**src/rtl/acq_trig_pkg.sv**
```systemverilog
// Package: shared encodings for the acquisition trigger controller.
// Assumes: command and source codes are fixed two-bit values seen by software.
package acq_trig_pkg;

    typedef enum logic [1:0] {
        ST_IDLE    = 2'd0,
        ST_ARMED   = 2'd1,
        ST_CAPTURE = 2'd2,
        ST_DONE    = 2'd3
    } acq_state_e;

    typedef enum logic [1:0] {
        SRC_NONE  = 2'd0,
        SRC_LEVEL = 2'd1,
        SRC_EXT   = 2'd2,
        SRC_SW    = 2'd3
    } trig_src_e;

    typedef enum logic [1:0] {
        CMD_NOP    = 2'd0,
        CMD_ARM    = 2'd1,
        CMD_SWTRIG = 2'd2,
        CMD_ABORT  = 2'd3
    } cmd_e;

    localparam int EN_LEVEL = 0;
    localparam int EN_EXT   = 1;
    localparam int EN_SW    = 2;
    localparam int NUM_SRC  = 3;

endpackage

```
**src/rtl/ext_edge_sync.sv**
```systemverilog
// Module: ext_edge_sync
// Brings an asynchronous level into the clock domain through SYNC_STAGES
// flops and emits a one-cycle pulse on each rising edge.
// Assumes: input pulses last longer than two clock periods.
module ext_edge_sync #(
    parameter int SYNC_STAGES = 2
) (
    input  logic clk,
    input  logic rst_n,
    input  logic async_in,
    output logic rise_pulse
);
    localparam int PIPE_W = SYNC_STAGES + 1;

    logic [PIPE_W-1:0] pipe_q;

    // Shift the input through the synchroniser and one history flop.
    always_ff @(posedge clk) begin
        if (!rst_n) begin
            pipe_q <= '0;
        end else begin
            pipe_q <= {pipe_q[PIPE_W-2:0], async_in};
        end
    end

    assign rise_pulse = pipe_q[SYNC_STAGES-1] & ~pipe_q[SYNC_STAGES];

endmodule

```
**src/rtl/level_cross_detect.sv**
```systemverilog
// Module: level_cross_detect
// Watches one selected channel and flags a rising threshold crossing:
// previous valid sample <= threshold and current valid sample > threshold.
// Assumes: chan_sel is held steady while armed; a change makes the first
// comparison use the previous channel's sample as history.
module level_cross_detect #(
    parameter int NUM_CH   = 4,
    parameter int SAMPLE_W = 10,
    parameter int CH_W     = (NUM_CH > 1) ? $clog2(NUM_CH) : 1
) (
    input  logic                       clk,
    input  logic                       rst_n,
    input  logic [NUM_CH*SAMPLE_W-1:0] sample_data,
    input  logic                       sample_valid,
    input  logic [CH_W-1:0]            chan_sel,
    input  logic [SAMPLE_W-1:0]        threshold,
    output logic                       cross_hit
);
    logic [SAMPLE_W-1:0] ch_val [NUM_CH];
    logic [SAMPLE_W-1:0] cur_val;
    logic [SAMPLE_W-1:0] prev_q;
    logic                prev_ok_q;

    // Unpack the channel bus into one slice per channel.
    for (genvar g = 0; g < NUM_CH; g++) begin : g_unpack
        assign ch_val[g] = sample_data[g*SAMPLE_W +: SAMPLE_W];
    end

    assign cur_val = ch_val[chan_sel];

    // Remember the last valid sample of the selected channel.
    always_ff @(posedge clk) begin
        if (!rst_n) begin
            prev_q    <= '0;
            prev_ok_q <= 1'b0;
        end else if (sample_valid) begin
            prev_q    <= cur_val;
            prev_ok_q <= 1'b1;
        end
    end

    assign cross_hit = sample_valid && prev_ok_q &&
                       (prev_q <= threshold) && (cur_val > threshold);

endmodule

```
**src/rtl/capture_sequencer.sv**
```systemverilog
// Module: capture_sequencer
// Arm / capture / done state machine with a fixed source priority and a
// record-length counter that counts valid samples only.
// Assumes: record_len is held steady during a capture; 0 acts as 1.
module capture_sequencer
    import acq_trig_pkg::*;
#(
    parameter int LEN_W = 30
) (
    input  logic               clk,
    input  logic               rst_n,
    input  logic               level_hit,
    input  logic               ext_hit,
    input  logic               cmd_valid,
    input  logic [1:0]         cmd_code,
    input  logic [NUM_SRC-1:0] src_enable,
    input  logic [LEN_W-1:0]   record_len,
    input  logic               sample_valid,
    output acq_state_e         state,
    output trig_src_e          trig_src,
    output logic [LEN_W-1:0]   sample_count,
    output logic               capture_en,
    output logic               done
);
    logic       arm_cmd, abort_cmd, sw_cmd;
    logic       last_sample;
    logic [LEN_W-1:0] len_m1;
    trig_src_e  winner;

    assign arm_cmd   = cmd_valid && (cmd_code == CMD_ARM);
    assign abort_cmd = cmd_valid && (cmd_code == CMD_ABORT);
    assign sw_cmd    = cmd_valid && (cmd_code == CMD_SWTRIG);
    assign len_m1    = (record_len == '0) ? '0 : record_len - 1'b1;
    assign last_sample = (sample_count == len_m1);

    // Pick the highest-priority enabled source firing this cycle.
    always_comb begin
        if (sw_cmd && src_enable[EN_SW])
            winner = SRC_SW;
        else if (ext_hit && src_enable[EN_EXT])
            winner = SRC_EXT;
        else if (level_hit && src_enable[EN_LEVEL])
            winner = SRC_LEVEL;
        else
            winner = SRC_NONE;
    end

    // Advance the sequence, latch the trigger source and count samples.
    always_ff @(posedge clk) begin
        if (!rst_n || abort_cmd) begin
            state        <= ST_IDLE;
            trig_src     <= SRC_NONE;
            sample_count <= '0;
        end else begin
            case (state)
                ST_IDLE, ST_DONE: begin
                    if (arm_cmd) begin
                        state        <= ST_ARMED;
                        trig_src     <= SRC_NONE;
                        sample_count <= '0;
                    end
                end
                ST_ARMED: begin
                    if (winner != SRC_NONE) begin
                        state        <= ST_CAPTURE;
                        trig_src     <= winner;
                        sample_count <= '0;
                    end
                end
                ST_CAPTURE: begin
                    if (sample_valid) begin
                        sample_count <= sample_count + 1'b1;
                        if (last_sample)
                            state <= ST_DONE;
                    end
                end
                default: state <= ST_IDLE;
            endcase
        end
    end

    assign capture_en = (state == ST_CAPTURE);
    assign done       = (state == ST_DONE);

endmodule

```
**src/rtl/acq_trigger_ctrl.sv**
```systemverilog
// Module: acq_trigger_ctrl (top)
// Merges a level-crossing trigger, a synchronised external edge and a
// software command under one arm / capture / done sequence.
// Assumes: all inputs except ext_trig_in are synchronous to clk.
module acq_trigger_ctrl
    import acq_trig_pkg::*;
#(
    parameter int NUM_CH      = 4,
    parameter int SAMPLE_W    = 10,
    parameter int LEN_W       = 30,
    parameter int SYNC_STAGES = 2,
    parameter int CH_W        = (NUM_CH > 1) ? $clog2(NUM_CH) : 1
) (
    input  logic                       clk,
    input  logic                       rst_n,
    input  logic [NUM_CH*SAMPLE_W-1:0] sample_data,
    input  logic                       sample_valid,
    input  logic [CH_W-1:0]            chan_sel,
    input  logic [SAMPLE_W-1:0]        threshold,
    input  logic                       ext_trig_in,
    input  logic [2:0]                 src_enable,
    input  logic                       cmd_valid,
    input  logic [1:0]                 cmd_code,
    input  logic [LEN_W-1:0]           record_len,
    output logic                       capture_en,
    output logic                       done,
    output logic [1:0]                 trig_src,
    output logic [LEN_W-1:0]           sample_count
);
    logic       level_hit;
    logic       ext_hit;
    acq_state_e fsm_state;
    trig_src_e  src_q;

    level_cross_detect #(
        .NUM_CH   (NUM_CH),
        .SAMPLE_W (SAMPLE_W),
        .CH_W     (CH_W)
    ) u_level (
        .clk          (clk),
        .rst_n        (rst_n),
        .sample_data  (sample_data),
        .sample_valid (sample_valid),
        .chan_sel     (chan_sel),
        .threshold    (threshold),
        .cross_hit    (level_hit)
    );

    ext_edge_sync #(
        .SYNC_STAGES (SYNC_STAGES)
    ) u_ext (
        .clk        (clk),
        .rst_n      (rst_n),
        .async_in   (ext_trig_in),
        .rise_pulse (ext_hit)
    );

    capture_sequencer #(
        .LEN_W (LEN_W)
    ) u_seq (
        .clk          (clk),
        .rst_n        (rst_n),
        .level_hit    (level_hit),
        .ext_hit      (ext_hit),
        .cmd_valid    (cmd_valid),
        .cmd_code     (cmd_code),
        .src_enable   (src_enable),
        .record_len   (record_len),
        .sample_valid (sample_valid),
        .state        (fsm_state),
        .trig_src     (src_q),
        .sample_count (sample_count),
        .capture_en   (capture_en),
        .done         (done)
    );

    assign trig_src = src_q;

endmodule

```
**config.mk**
```make
export PLATFORM = sky130hd
export DESIGN_NAME = acq_trigger_ctrl
export DESIGN_NICKNAME = d
export VERILOG_FILES = /design/src/rtl/acq_trig_pkg.sv /design/src/rtl/ext_edge_sync.sv /design/src/rtl/level_cross_detect.sv /design/src/rtl/capture_sequencer.sv /design/src/rtl/acq_trigger_ctrl.sv
export SDC_FILE = /design/constraint.sdc
export NUM_CORES = 1
export LEC_CHECK = 0
export BUFFER_PORTS_ARGS = -buffer_cell sky130_fd_sc_hd__buf_2
export CAP_MARGIN = 10
export CORE_UTILIZATION = 53
export CTS_CLUSTER_SIZE = 14
export DETAILED_ROUTE_END_ITERATION = 6
export GPL_TIMING_DRIVEN = 0
export PLACE_DENSITY = 0.86
export SLEW_MARGIN = 10
export SYNTH_ARGS = -nofsm -noshare
export SYNTH_HDL_FRONTEND = slang
export SYNTH_HIERARCHICAL = 1
export SYNTH_SLANG_ARGS = --single-unit
export TNS_END_PERCENT = 10
```
**constraint.sdc**
```tcl
create_clock -name clk -period 5.2 [get_ports clk]
set_clock_uncertainty 0.05 [all_clocks]
set_input_delay 0.26 -clock clk [delete_from_list [all_inputs] [get_ports clk]]
set_output_delay 0.26 -clock clk [all_outputs]
set_load 0.005 [all_outputs]
```
# After elaboration in Yosys (flattened, before gate mapping)

Index checks and enable logic that the tools add are counted.

Bits in latches: 0
Memories: 0
Memory bits (writable): 0
ROM bits: 0
Logic and storage cells: 63
Register bits: 48
Input bits: 92

Multipliers: 0
Bitwise operators: 3
Shift-type cells: 0
Add/subtract/negate cells: 2
Order comparisons: 3
Mux-type cells: 19
Eq/ne operators: 11
Reductions and logical operators: 19
Div/mod/pow operators: 0

Operators by type and width:

| kind                  | number |
|---|---|
| $mux 30               | 4 |
| $pmux 30 s3           | 1 |
| $add 30x1->30 const B | 1 |
| $eq 30x30->1          | 1 |
| $logic_not 30->1      | 1 |
| $sub 30x1->30 const B | 1 |
| $bmux 10 s2           | 1 |
| $mux 10               | 2 |
| $mux 2                | 8 |
| $gt 10x10->1          | 1 |
| $le 10x10->1          | 1 |
| $logic_and 1x1->1     | 9 |
| $eq 2x2->1 const B    | 4 |
| $ne 2x1->1 const B    | 3 |
| $pmux 2 s3            | 1 |
| $reduce_and 3->1      | 2 |
| $eq 2x1->1 const B    | 2 |
| $pmux 2 s2            | 1 |
| $reduce_and 4->1      | 1 |
| $reduce_bool 2->1     | 2 |
| $ge 3x3->1 const B    | 1 |
| $not 2->3             | 1 |
| $logic_not 2->1       | 1 |
| $ne 2x2->1 const B    | 1 |
| other kinds (6)       | 6 |

# Depth between registers and ports, before layout

Gate-level depths: netlist (run 1).

Depth in word-level cells: 13
Gate-level depth with buffers: 18
Mapped depth without buffers: 16

# Modules after synthesis

The synthesis (run 1) kept the hierarchy.

Modules (own cells, without submodules):

| module             | area an instance (sq um) | seq. area each (sq um) | times used | cells an instance |
|---|---|---|---|---|
| capture_sequencer  | 3054.2                   | 680.7                  | 1          | 422 |
| level_cross_detect | 1118.6                   | 220.2                  | 1          | 108 |
| ext_edge_sync      | 92.6                     | 60.1                   | 1          | 7 |

# Worst setup path before layout (run 1)

No wires, ideal clock.

Path kind: input port to flip-flop
Start point: input chan_sel[0]
End point: register u_seq.sample_count[25]
Data required time: 5.022 ns
Library setup time: 0.128 ns
Path buffers: 2
Data arrival time: 4.020 ns
Cell stages on the path: 16
Setup slack: 1.003 ns
Cell sequence: buf_6 mux4_2 ha_1 nand4_1 o31ai_1 o221a_1 a21boi_0 a32oi_1 nand2_1 or4_1 or2_2 clkbuf_1 nor2_1 nand3_1 xnor2_1 nor2_1

Word-level cells in the longest chain between the ends: 13

RTL lines:

| element                                     | line                     | RTL |
|---|---|---|
| start: declaration                          | acq_trigger_ctrl.sv:18   | `input logic [CH_W-1:0] chan_sel,` |
| $not 2->3 (not written as such)             | level_cross_detect.sv:29 | `assign cur_val = ch_val[chan_sel];` |
| $bmux 10 s2                                 | level_cross_detect.sv:29 |  |
| $mux 10 (not written as such) (2 in series) | level_cross_detect.sv:29 |  |
| net u_level.cur_val[9]                      | level_cross_detect.sv:20 | `logic [SAMPLE_W-1:0] cur_val;` |
| $gt 10x10->1                                | level_cross_detect.sv:43 | `(prev_q <= threshold) && (cur_val > threshold);` |
| $logic_and 1x1->1                           | level_cross_detect.sv:43 |  |
| net level_hit                               | acq_trigger_ctrl.sv:30   | `logic level_hit;` |
| $logic_and 1x1->1                           | capture_sequencer.sv:42  | `else if (level_hit && src_enable[EN_LEVEL])` |
| $mux 1                                      | capture_sequencer.sv:42  |  |
| $mux 2                                      | capture_sequencer.sv:40  | `else if (ext_hit && src_enable[EN_EXT])` |
| $mux 2                                      | capture_sequencer.sv:38  | `if (sw_cmd && src_enable[EN_SW])` |
| $reduce_bool 2->1                           | capture_sequencer.sv:64  | `if (winner != SRC_NONE) begin` |
| $ne 2x1->1 (no source line)                 | -                        |  |
| $reduce_and 3->1 (no source line)           | -                        |  |
| end signal: assignment                      | capture_sequencer.sv:72  | `sample_count <= sample_count + 1'b1;` |
| end: declaration                            | capture_sequencer.sv:21  | `output logic [LEN_W-1:0] sample_count,` |

The timed path passes the listed nets, and every way through them passes these cells. The select of a mux whose other input is x is not followed.
A chain may end at the register's enable or synchronous reset.

# Worst setup path in the final report (run 1)

Same ends and word-level chain as after synthesis.

==> summary.md, run 1 <==
| Metric | Value |
|---|---|
| Simple-gate share of the synthesized area | `30.4%` |
| Initial Utilization | `54.9%` |
| Yosys Warn Count | `6` |
| Area of the multi-input gates | `3100 um^2` |
| Hold_buf cts | `0` |
| Hold Crit Start | `ext_trig_in` |
| Top-count cell post-synth | `nor2_1` |
| Main combinational cell family by area after synthesis | `simple AND/OR/NAND/NOR gates` |
| CTS tree | `done` |
| Reg2reg start | `u_level/prev_q[7]` |
| Critical Path Start | `chan_sel[0]` |
| Multiplexer area fraction after synthesis | `10.1%` |
| Final slew viol count | `0` |
| Area leader, netlist | `dfxtp_1` |
| Sequential share of power | `a little over two fifths` |
| Worst Hold Class | `input pin to flip-flop` |
| Io pins | `126` |
| Mean area per synthesized cell | `7.94 um^2` |
| Synthesized instance count | `approximately 540` |
| VDD IR max | `0.000181 V` |
| DIE AREA | `8410 um^2` |
| Post-route ant nets | `0` |
| Max clock buf depth | `2` |
| CP required | `around 5300 ps` |
| Starting DRT DRC Count | `approximately 280` |
| Num CTS Buffers | `5` |
| GRT Overall Usage | `31.0%` |
| Gr busiest metal | `met2` |
| Switching share of power | `34.6%` |
| Clock network fraction of total power | `24.7%` |
| Root Buffer | `clkbuf_8` |
| Async SR Flop Fraction | `0%` |
| P_sw | `318 uW` |
| Adder-Cell Fraction of Synth Area | `7.63%` |
| Global-route wire length before repair | `21.0 mm` |
| Post-synthesis compound-gate area fraction | `15.7%` |
| Initial antenna violation count | `0` |
| Via count | `4,724` |
| Reg2reg setup slack | `610 ps` |
| Min Tclk post-route | `4610 ps` |
| EDFF count, synth | `0` |
| WHS Path Cells | `2` |
| Synth Flop Type | `dfxtp_1` |
| Sequential Area | `961 um^2` |
| Rows | `32` |
| Crit. End Element | `flip-flop` |
| Post-layout instance area | `slightly above 5000 um^2` |
| Met1 usage | `about two fifths` |
| RSZ-0062 raised after global routing | `no` |
| Int Power | `~600 uW` |
| DIE HEIGHT | `91.7 um` |
| Area after DPL | `~5000 um^2` |
| Logic pwr share | `between 30 and 40%` |
| Port Buffers | `119` |
| Global-route met2 utilization | `52.9%` |
| Sink Count | `48` |
| Endpoints failing setup | `0` |
| R2R depth | `15` |
| Post-DP HPWL | `10.3 mm` |
| Max-slew headroom | `45.7%` |
| Via-per-instance ratio | `6.17` |
| Final period util | `between 80% and 90%` |
| GRT Residual Overflow | `0` |
| GP Congestion | `0.962` |
| Worst Hold Endpoint | `u_ext/pipe_q[0]` |
| Crit Path Class | `input pin to flip-flop` |
| CORE AREA | `7770 um^2` |
| Worst hold slack | `103 ps` |
| Top cell type's share of synthesized area | `22.5%` |
| Post-synthesis sequential area ratio | `between 20% and 30%` |
| Setup_tns | `0 ps` |
| Drc violations | `0` |
| Met3 Use GR | `roughly 4.2%` |
| Post-CTS sizing | `0` |
| Fillers | `672` |
| Pre-Repair DR Iteration Count | `5` |
| Final wirelength | `12.9 mm` |
| Cells after DPL | `between 700 and 800` |
| Final net count | `781` |
| CP max FO | `10` |
| Top cells by count, synth | `nor2_1 (52), dfxtp_1 (48), nand2_1 (43)` |
| Fin util | `65.4%` |
| Critical path arrival | `4740 ps` |
| Startpoint Class | `input pin` |
| Netlist cell types | `68` |
| Status | `complete, no violations` |
| Syn_nets | `655` |
| Maximum achievable frequency | `0.217 GHz` |
| Pwr dens | `181 nW/um^2` |
| Leakage power total | `0.00209 uW` |
| Routed WL per cell | `around 17 um` |
| Total of max-cap violations | `0` |
| Chip width | `91.7 um` |
| Layout cells sized above 1 | `a little under a quarter` |
| Area grow syn2layout | `19.1%` |
| Synth Cell Area | `about 4300 um^2` |
| Worst Max-Slew Pin Slew | `807 ps` |
| Reg2Reg Capture Point | `u_seq/sample_count[25]` |
| Setup Fix Bufs, Post-CTS | `0` |
| Synth top area cells | `dfxtp_1 (23%), ha_1 (7.6%), xor2_1 (5.5%)` |
| Clock Latency Late Sink | `about 300 ps` |
| Vias in the first global route | `4,504` |
| Largest net degree at the start of global routing | `17` |
| Post-Layout Cell Count | `around 770` |
| CTS H-tree lvls | `2` |
| Worst-path clk slew | `90 ps` |
| Seq cells post-synth | `48` |
| ANT cells | `0` |
| Final Hold Viols | `0` |
| Xor-xnor portion of the synthesized cell area | `just under 9%` |
[how the worst max path moves through the flow]
stage / end / slack (ps) / cells past startpoint
after global routing: u_seq/sample_count[25] / 160 / 15
after detailed placement: u_seq/sample_count[29] / 330 / 16
after CTS: u_seq/sample_count[29] / 660 / 16
after global placement: u_seq/sample_count[29] / 470 / 16
final: u_seq/sample_count[25] / 590 / 16
after floorplan: u_seq/sample_count[25] / 1000 / 16
[through the flow]
| stage | setup slack, ps | power [uW] |
|---|---|---|
| 2_1_floorplan | 1000 | 588 |
| 6_report | 585 | 918 |
| 4_1_cts | 656 | 915 |
| 5_1_grt | 161 | 968 |
| 3_3_place_gp | 468 | 678 |
| 3_5_place_dp | 330 | 692 |
[registers in the layout (all words and copies together), names as in the netlist]
| register | count |
|---|---|
| u_level/prev_ok_q | 1 |
| u_seq/state | 2 |
| u_seq/sample_count | 30 |
| u_level/prev_q | 10 |
| u_seq/trig_src | 2 |
| u_ext/pipe_q | 3 |
[cells by family (layout without fill, tap and decap cells)]
| family | Yosys count | count (layout) |
|---|---|---|
| fa+ha+maj | 26 | 26 |
| simple gates | 241 | 241 |
| xor+xnor | 43 | 43 |
| mux | 30 | 30 |
| buf+inv | 49 | 176 |
| compound gates | 100 | 100 |
| flops | 48 | 48 |
[critical path: stages]
cell	delay, ps
buf_6	160
mux4_2	530
ha_1	310
nand4_1	170
o31ai_1	310
o221a_1	300
a21boi_0	110
a32oi_1	460
nand2_1	310
or4_1	640
or2_2	320
clkbuf_1	190
nor2_1	300
nand3_1	140
xnor2_1	170
nor2_1	50
[metal layers]
metal | up-vias | part of all wire, %
li1 | 2243 | -
met2 | 265 | 47
met5 | - | 0
met1 | 2181 | 41
met3 | 35 | 8.9
met4 | 0 | 2.8
[cell usage in the layout, fill, tap and decap left out, types with 10 or more instances in the layout]
| cell | count |
|---|---|
| o21ai_0 | 17 |
| mux2i_1 | 17 |
| nand4_1 | 17 |
| or3_1 | 12 |
| nor2_1 | 52 |
| inv_1 | 27 |
| nand2_1 | 43 |
| nor3_1 | 16 |
| clkbuf_1 | 14 |
| a21oi_1 | 30 |
| ha_1 | 26 |
| xnor2_1 | 16 |
| dfxtp_1 | 48 |
| buf_2 | 120 |
| nand3_1 | 20 |
| xor2_1 | 27 |
| mux4_2 | 10 |
| nor2b_1 | 15 |
| nor4_1 | 15 |
[final cells by class]
| class | count | area share [%] |
|---|---|---|
| Clock buffer | 5 | 1.35 |
| Timing Repair Buffer | 119 | 11.7 |
| Sequential cell | 48 | 18.9 |
| Tap cell | 102 | 2.51 |
| Multi-Input combinational cell | 440 | 61.0 |
| Inverter | 27 | 2.00 |
| Clock inverter | 3 | 0.443 |
| Buffer | 22 | 2.04 |
[power groups by stage]
stage / Combinational, uW / Sequential (uW) / Clock, uW
floorplan: 191 / 397 / 0
global placement: 279 / 399 / 0
detailed placement: 291 / 401 / 0
CTS: 293 / 392 / 230
global route: 331 / 395 / 243
finish: 299 / 392 / 227
(Power assumes the default switching activity.)
==> run 2: changes to the inputs <==
--- a/config.mk
+++ b/config.mk
@@ -5,13 +5,15 @@
 export SDC_FILE = /design/constraint.sdc
 export NUM_CORES = 1
 export LEC_CHECK = 0
-export BUFFER_PORTS_ARGS = -buffer_cell sky130_fd_sc_hd__buf_2
 export CAP_MARGIN = 10
-export CORE_UTILIZATION = 53
+export CELL_PAD_IN_SITES_DETAIL_PLACEMENT = 0
+export CELL_PAD_IN_SITES_GLOBAL_PLACEMENT = 2
+export CORE_UTILIZATION = 36
 export CTS_CLUSTER_SIZE = 14
 export DETAILED_ROUTE_END_ITERATION = 6
+export DONT_BUFFER_PORTS = 1
 export GPL_TIMING_DRIVEN = 0
-export PLACE_DENSITY = 0.86
+export PLACE_DENSITY = 0.84
 export SLEW_MARGIN = 10
 export SYNTH_ARGS = -nofsm -noshare
 export SYNTH_HDL_FRONTEND = slang
==> summary.md, run 2 (synthesis results as in run 1) <==
| Metric | Value |
|---|---|
| DIE HEIGHT | `about 110 um` |
| Commonest non-fill, non-tap cell in the layout | `nor2_1` |
| Design Power | `about 1000 uW` |
| RSZ-0062 raised after global routing | `no` |
| Worst hold slack | `40.4 ps` |
| Max reg flops | `30` |
| Pre-Repair DR Iteration Count | `5` |
| Starting DRT DRC Count | `between 200 and 300` |
| Critical path arrival | `4800 ps` |
| Routed WL per cell | `approximately 18 um` |
| Worst-path clk slew | `about 60 ps` |
| Crit. End Element | `flip-flop` |
| Commonest cells after routing, fill and taps aside | `nor2_1 (52), dfxtp_1 (48), nand2_1 (43), a21oi_1 (30)` |
| Setup Fix Bufs, Post-CTS | `0` |
| Crit Path Class | `input pin to flip-flop` |
| Clock network fraction of total power | `between 30% and 40%` |
| Int Power | `about 730 uW` |
| Startpoint Class | `input pin` |
| CORE AREA | `11,500 um^2` |
| Max clock buf depth | `2` |
| Total of max-cap violations | `0` |
| Fin util | `40.3%` |
| Post-route ant nets | `0` |
| GRT Residual Overflow | `0` |
| Final wirelength | `12.6 mm` |
| CP required | `between 5000 and 6000 ps` |
| Via-per-instance ratio | `5.89` |
| Final Hold Viols | `0` |
| CP max FO | `10` |
| ANT cells | `0` |
| DIE AREA | `12,300 um^2` |
| P_sw | `306 uW` |
| Maximum achievable frequency | `0.214 GHz` |
| Sequential share of power | `a little under two fifths` |
| Max incr delay on CP | `approximately 550 ps` |
| Pwr dens | `225 nW/um^2` |
| Area after DPL | `4440 um^2` |
| Top cell by count, worst path | `nand4_1` |
| Setup_tns | `0 ps` |
| Vias in the first global route | `3,873` |
| Via count | `4,049` |
| CTS H-tree lvls | `2` |
| Layout cells sized above 1 | `6.61%` |
| CP cell instances | `buf_6 > mux4_2 > ha_1 > nand4_1 > o31ai_1 > o221a_1 > a21boi_0 > a32oi_1 > nand2_1 > nor4b_1 > nand4_1 > or4_1 > nor4_1 > a31oi_1 > mux2_1` |
| Post-layout instance area | `between 4000 and 5000 um^2` |
| GP Congestion | `0.884` |
| Post-CTS sizing | `0` |
| Status | `complete, no violations` |
| Final period util | `between 80% and 90%` |
| CP max stage cell | `mux4_2` |
| Largest net degree at the start of global routing | `15` |
| Area grow syn2layout | `8.48%` |
| CTS tree | `done` |
| Largest register by flop count | `u_seq/sample_count` |
| Port Buffers | `0` |
| Max-slew headroom | `53.7%` |
| Initial antenna violation count | `0` |
| Largest registers | `u_seq/sample_count (30), u_level/prev_q (10), u_ext/pipe_q (3)` |
| Sink Count | `48` |
| VDD IR max | `0.000142 V` |
| GRT Overall Usage | `20.4%` |
| Num CTS Buffers | `5` |
| Chip width | `111 um` |
| Worst Max-Slew Pin Slew | `688 ps` |
| Leakage power total | `0.00161 uW` |
| Root Buffer | `clkbuf_16` |
| Clock Latency Late Sink | `~300 ps` |
| Hold_buf cts | `0` |
| Rows | `39` |
| Final net count | `~660` |
| Worst Hold Class | `input pin to flip-flop` |
| Logic pwr share | `24.3%` |
| Min Tclk post-route | `4680 ps` |
| Endpoints failing setup | `0` |
| Post-DP HPWL | `10.3 mm` |
| Initial Utilization | `between 30% and 40%` |
| Switching share of power | `29.4%` |
| Final slew viol count | `0` |
| Io pins | `126` |
| Drc violations | `0` |
| Global-route wire length before repair | `20.2 mm` |
## run 2: changes by cell type in the layout (fill, tap and decap cells not counted), sizes merged
cell / previous run / this run
clkinv: 2 / 0
clkbuf: 20 / 22
inv: 28 / 27
bufinv: 0 / 1
buf: 126 / 7
## run 2: per-layer routing
layer	up-vias	global-route usage, %	share of wire [%]
li1	2011	-	-
met1	1875	26.1	44
met2	149	34.1	47
met3	14	4.70	7.8
met4	0	6.04	1.6
met5	-	0	0
## run 2: power groups by stage
| stage | clock network, uW | registers (uW) | logic [uW] |
|---|---|---|---|
| 4_1_cts | 410 | 392 | 256 |
| 2_1_floorplan | 0 | 397 | 191 |
| 3_5_place_dp | 0 | 400 | 255 |
| 3_3_place_gp | 0 | 399 | 245 |
| 5_1_grt | 424 | 393 | 284 |
| 6_report | 396 | 392 | 253 |
## run 2: cell type report
class	instances	area [um^2]
Multi-Input combinational cell	440	3100
Clock buffer	7	153
Buffer	22	104
Clock inverter	1	30.0
Fill cell	1189	6840
Tap cell	143	179
Inverter	27	101
Sequential cell	48	961
## run 2: through the flow
step	setup slack, ps	cells
after floorplan	1000	537
after global placement	307	680
after detailed placement	174	680
after CTS	492	688
after global routing	142	688
final	522	688
## run 2: worst paths after layout
kind / startpoint / endpoint / slack, ps / depth (start not counted)
min reg2reg: u_ext/pipe_q[0] / u_ext/pipe_q[1] / 380 / 1
max reg2reg: u_level/prev_q[5] / u_seq/state[0] / 720 / 14
max: chan_sel[0] / u_seq/state[0] / 520 / 15
min: rst_n / u_ext/pipe_q[1] / 40 / 1
## run 2: critical path: cells and delay by family
family	cells	cell delay [ps]
buffers and inverters	1	150
adder cells (fa/ha/maj)	1	320
multiplexers	2	920
AND/OR/NAND/NOR	6	1770
AO/OA/AOI/OAI	5	1370
